### config.mk
export PLATFORM = sky130hd
export DESIGN_NAME = hsk_irq_ctl
export DESIGN_NICKNAME = d
export VERILOG_FILES = /design/src/rtl/hsk_irq_ctl.sv
export SDC_FILE = /design/constraint.sdc
export NUM_CORES = 1
export LEC_CHECK = 0
export ABC_AREA = 0
export BUFFER_PORTS_ARGS = -buffer_cell sky130_fd_sc_hd__buf_2
export CORE_AREA = 2 2 44 46
export CTS_CLUSTER_DIAMETER = 30
export CTS_CLUSTER_SIZE = 10
export DETAILED_ROUTE_END_ITERATION = 12
export DIE_AREA = 0 0 46 48
export GPL_TIMING_DRIVEN = 0
export PLACE_DENSITY = 0.75
export SYNTH_ARGS = -nofsm -noshare
export SYNTH_HDL_FRONTEND = slang
export SYNTH_SLANG_ARGS = --single-unit
### constraint.sdc
create_clock -name clk -period 2.7 [get_ports clk]
set_clock_uncertainty 0.1 [all_clocks]
set_input_delay 0.405 -clock clk [delete_from_list [all_inputs] [get_ports clk]]
set_output_delay 0.405 -clock clk [all_outputs]
set_load 0.02 [all_outputs]
### src/rtl/hsk_irq_ctl.sv
module hsk_irq_ctl (
  input  logic       clk,
  input  logic       rst_n,
  input  logic       host_we,
  input  logic [1:0] host_op,
  input  logic [1:0] host_addr,
  input  logic [7:0] host_wdata,
  output logic [7:0] host_rdata,
  input  logic       dev_out_req,
  input  logic       iack_a,
  input  logic       iack_b,
  output logic       irq_a,
  output logic       irq_b,
  output logic       ready_in,
  output logic       ready_out,
  output logic       exec_step
);
  localparam logic [7:0] CTL0_MASK = 8'h85;
  localparam logic [7:0] CTL1_MASK = 8'h83;
  localparam int IEA = 0, IEB = 2, RQI = 7;
  localparam int STP = 0, FRC = 1, RUN = 7;
  localparam int RDI = 4, RDO = 7;

  logic [7:0] ctl0_q, ctl1_q;
  logic rdyi_q, rdyo_q, opend_q, pend_a_q, pend_b_q;

  function automatic logic [7:0] byte_op(input logic [1:0] op, input logic [7:0] cur,
                                         input logic [7:0] wd);
    case (op)
      2'd0:    byte_op = wd;
      2'd1:    byte_op = cur | wd;
      2'd2:    byte_op = cur & ~wd;
      default: byte_op = cur;
    endcase
  endfunction

  wire wr0 = host_we && host_addr == 2'd0;
  wire wr1 = host_we && host_addr == 2'd1;
  wire wr2 = host_we && host_addr == 2'd2;
  wire run = ctl1_q[RUN];

  wire [7:0] sts = {rdyo_q, 2'b00, rdyi_q, 4'b0000};
  wire [7:0] sts_wr = byte_op(host_op, sts, host_wdata);
  wire clr_ri = wr2 && !sts_wr[RDI];
  wire clr_ro = wr2 && !sts_wr[RDO];

  wire idle  = !rdyi_q && !rdyo_q;
  wire set_ri = ctl0_q[RQI] && run && idle;
  wire set_ro = opend_q && run && idle && !set_ri;

  assign exec_step = ctl1_q[STP] && ctl1_q[FRC];
  assign ready_in  = rdyi_q;
  assign ready_out = rdyo_q;
  assign irq_a     = pend_a_q;
  assign irq_b     = pend_b_q;

  always_comb begin
    case (host_addr)
      2'd0:    host_rdata = ctl0_q;
      2'd1:    host_rdata = ctl1_q;
      2'd2:    host_rdata = sts;
      default: host_rdata = 8'h00;
    endcase
  end

  always_ff @(posedge clk) begin
    if (!rst_n) begin
      ctl0_q   <= '0;
      ctl1_q   <= '0;
      rdyi_q   <= 1'b0;
      rdyo_q   <= 1'b0;
      opend_q  <= 1'b0;
      pend_a_q <= 1'b0;
      pend_b_q <= 1'b0;
    end else begin
      if (wr0) ctl0_q <= byte_op(host_op, ctl0_q, host_wdata) & CTL0_MASK;
      if (wr1) ctl1_q <= byte_op(host_op, ctl1_q, host_wdata) & CTL1_MASK;
      else if (exec_step) ctl1_q[STP] <= 1'b0;

      if (set_ri) rdyi_q <= 1'b1;
      else if (clr_ri) rdyi_q <= 1'b0;
      if (set_ro) rdyo_q <= 1'b1;
      else if (clr_ro) rdyo_q <= 1'b0;

      if (dev_out_req) opend_q <= 1'b1;
      else if (set_ro) opend_q <= 1'b0;

      if (set_ri && ctl0_q[IEA]) pend_a_q <= 1'b1;
      else if (clr_ri || iack_a) pend_a_q <= 1'b0;
      if (set_ro && ctl0_q[IEB]) pend_b_q <= 1'b1;
      else if (clr_ro || iack_b) pend_b_q <= 1'b0;
    end
  end
endmodule


**After elaboration in Yosys (flattened, before gate mapping)**

Cells that the tools add are included.

- Word-level logic and storage cells: 69
- Bits of input ports: 18
- Flip-flop bits (word level): 11
- Output and inout port bits: 13

- Eq/ne operators: 5
- Bitwise logic cells: 7
- Multiplexer cells: 16
- Reduce and logical (&&, ||, !) cells: 33

Operators with widths:

| operator | count |
|---|---|
| case mux 8 bit (3 select lines) | 4 |
| bitwise AND 8 bit | 3 |
| bitwise OR 8 bit | 3 |
| logical AND 1 bit | 14 |
| 2-to-1 mux 1 bit | 12 |
| nonzero test 2 bit | 6 |
| inverter 8 bit | 1 |
| AND reduction 2 bit | 3 |
| logical NOT 1 bit | 5 |
| == test 2 x 1 -> 1 bit (second input constant) | 2 |
| == test 2 bit (second input constant) | 2 |
| logical NOT 2 bit | 2 |
| inequality test 4 x 1 -> 1 bit (second input constant) | 1 |
| nonzero test 3 bit | 1 |
| logical OR 1 bit | 2 |

**Depth between registers and ports, before layout**

- Depth after elaboration: 8
- Gate-level depth with buffers: 6
- Depth with buffers taken out: 6

**Worst setup path after synthesis**

No wires, ideal clock.

- Kind: input -> register
- From: input port host_op[0]
- To: register pend_a_q (netlist: irq_a)
- Data required time: 2.483 ns
- Library setup time: 0.117 ns
- Path slack: 1.072 ns
- Buffers on the path: 0
- Cell stages on the path: 6
- Arrival time: 1.411 ns
- Cells stage by stage: inv_1 ha_1 nor2_1 nor2_2 a221o_1 a32o_1

- Word-level cells in the longest chain between the ends: 6
- Elaborated cells on any way between the ends: 8
- Classes of those cells: eq/ne: 2; mux: 1; reduce/logical: 5

Ends and longest elaborated chain:

| element | RTL line | text |
|---|---|---|
| start, declared | 5 | `input logic [1:0] host_op,` |
| == test 2 bit (tied with other cells) | 29 | `case (op)` |
| case mux 8 bit (3 select lines) (*) | 29 |  |
| logical NOT 1 bit (*) | 44 | `wire clr_ri = wr2 && !sts_wr[RDI];` |
| logical AND 1 bit (*) | 44 |  |
| logical OR 1 bit (*) | 89 | `else if (clr_ri \|\| iack_a) pend_a_q <= 1'b0;` |
| nonzero test 2 bit (no line) (*) | - |  |
| end signal, assigned | 73 | `pend_a_q <= 1'b0;` |
| end signal, assigned | 88 | `if (set_ri && ctl0_q[IEA]) pend_a_q <= 1'b1;` |
| end signal, assigned | 89 |  |
| end, declared | 25 | `logic rdyi_q, rdyo_q, opend_q, pend_a_q, pend_b_q;` |

Mark *: on every way between the ends. The rest lies on a longest branch, timed or not.
A chain may end at the register's enable or synchronous reset.

**Final worst setup path**

Ends and elaborated chain as after synthesis.

==> impl_metrics.toml <==
[run_status]
status = "finished, final reports clean"

[route]
drc = 0
dr.pass1.iters = 4
num_vias = 767
wl_met1_um = 815
drt_iter0_markers = 17
ant_nets = 0
viasPerCell = 5.518
topRoutingLayerUsed = "met4"
route.met3.wl_um = 121
wl_per_cell_um = 12.78
met2WireLength_um = 807
wl_mm = 1.776

[sta]
finalHoldWorstSlack_ns = 0.2492
maxSlewViolCount = 0
fin_ws_ns = 1.099
fin_crit_ns = 1.601
timing.fmax_mhz = 624.6
setup_viol = 0
period_share = 0.5930
rsz0062_at_grt = "no"
hold_viol = 0
finalSetupTns_ns = 0

[setup_path]
cp-start-kind = "input pin"
cp.required_ns = 2.77
path_class = "in -> reg"
cp.arrival_ns = 1.67
cp_max_fo = 4
endpoint_kind = "register"

[clocking]
clkTransAtPathRegs_ns = 0.07
cts_tree = "done"
cts.sinks = 11
numCtsBuffers = 3
cts.htree.levels = 1
ctsResizeCount = 0
cts_setup_buffers = 0
clk_latency_ns = 0.28
cts_buffer_depth = 2
hold_buffers = 0
cts_root_buf = "clkbuf_4"

[synth]
synth-async-reset-ratio = 0
ys.flop_type = "dfxtp_1"
syn_avg_cell_area_um2 = 8.519
ys_ff_latch = 11
synthCells = 94
synth_edf_count = 0
ys_seq_area_frac = 0.2750
syn_area_um2 = 800.8
synth_cell_types = 37
ys_warn_count = 0

[layout]
layout-drive-gt1-share = 0.3033
fin_cells = 139
final_util = 0.5719
final_common_cell = "buf_2"
syn2layout_area_growth_pct = 20.62
nets = 146
num_antenna_cells = 0
design_area_um2 = 965.9
fillers = 152
mostFrequentLayoutCells = "buf_2 (22), dfxtp_1 (11), nor2_1 (9)"

[power_and_ir_drop]
fin_total_pwr_mw = 0.3591
power_density_nw_per_um2 = 371.8
p_leak_nw = 0.4529
max-vdd-ir-drop_v = 0.0002657

[global_route]
antenna_found_initial = 0
grt_overflow = 0
grt_pass1_wl_mm = 2.766
grt_max_degree = 11
grt.total_usage = 0.1785
grt_pass1_vias = 628

[die]
ios = 31
die_x_um = 46
core-area_um2 = 1689
die_area_um2 = 2208
start_util = 0.4741
die-height_um = 48
num_rows = 15

[placed_design]
numPortBuffers = 22
dp_slack_ns = 0.8230
dpl_cell_area_um2 = 939.7
place_hpwl_mm = 1.375
placed_cells_incl_taps = 135
gp_congestion = 0.8353

[hold_path]
hp-class = "in -> reg"

[run]
cap_viol_max_count = 0
flip-flops by register name, summed over array words and instances (netlist names):
name and flops:
ctl1_q 3, irq_b 1, ready_out 1, irq_a 1, ctl0_q 3, opend_q 1
ready_in 1
worst max-delay path, stage by stage:
cell and delay, ns:
buf_2 0.12, inv_1 0.06, ha_1 0.25, nor2_1 0.13, nor2_2 0.07, a221o_1 0.38, a32o_1 0.25
logic make-up (layout without fill, tap and decap cells):
family / count (synthesis) / after routing / share of synthesized area
and+or+nand+nor: 36 / 36 / 0.3016
adders and majority gates: 5 / 5 / 0.07813
other: 1 / 3 / 0.004683
AOI/OAI and AO/OA: 26 / 26 / 0.2063
DFF: 11 / 11 / 0.2750
buffers and inverters: 11 / 37 / 0.08437
muxes: 4 / 4 / 0.05000
Yosys cell counts (2+ instances only):
library cell	n	area [µm²]
a21boi_1	3	22.52
a21oi_1	8	40.04
and3b_2	2	20.02
buf_4	3	22.52
buf_6	2	22.52
dfxtp_1	11	220.2
ha_1	5	62.56
inv_1	5	18.77
mux2i_1	4	40.04
nand2_1	2	7.510
nand3_1	2	10.01
nand3b_1	3	22.52
nor2_1	9	33.78
nor2b_1	4	25.02
nor3b_1	3	22.52
o21ai_0	3	15.01
o21ai_1	4	20.02
or2_0	2	12.51
layer usage:
layer,global-route usage,vias up
met4,0.06857,0
met5,0,-
met1,0.2144,347
li1,-,385
met2,0.2944,30
met3,0.06038,5
power by group:
part / internal, mW / leakage (nW) / switching, mW
clock: 0.0574 / 0.0150 / 0.0598
sequential: 0.165 / 0.0891 / 0.00220
combinational: 0.0329 / 0.349 / 0.0415
total: 0.256 / 0.453 / 0.103
worst paths after layout:
kind / cells past startpoint / startpoint / slack (ns) / endpoint
max: 7 / host_op[0] / 1.10 / irq_a
min: 3 / dev_out_req / 0.25 / opend_q
max reg2reg: 4 / ready_out / 1.48 / irq_b
min reg2reg: 2 / ctl1_q[1] / 0.40 / ctl1_q[1]
area by class of cell:
cell class / instances / area, µm² / area share
clock buffer: 4 / 26.28 / 0.02720
sequential: 11 / 220.2 / 0.2280
multi-input combinational: 74 / 520.5 / 0.5389
tap: 17 / 21.27 / 0.02202
inverter: 5 / 18.77 / 0.01943
buffer: 6 / 48.80 / 0.05052
timing repair buffer: 22 / 110.1 / 0.1140
(Power assumes the default switching activity.)
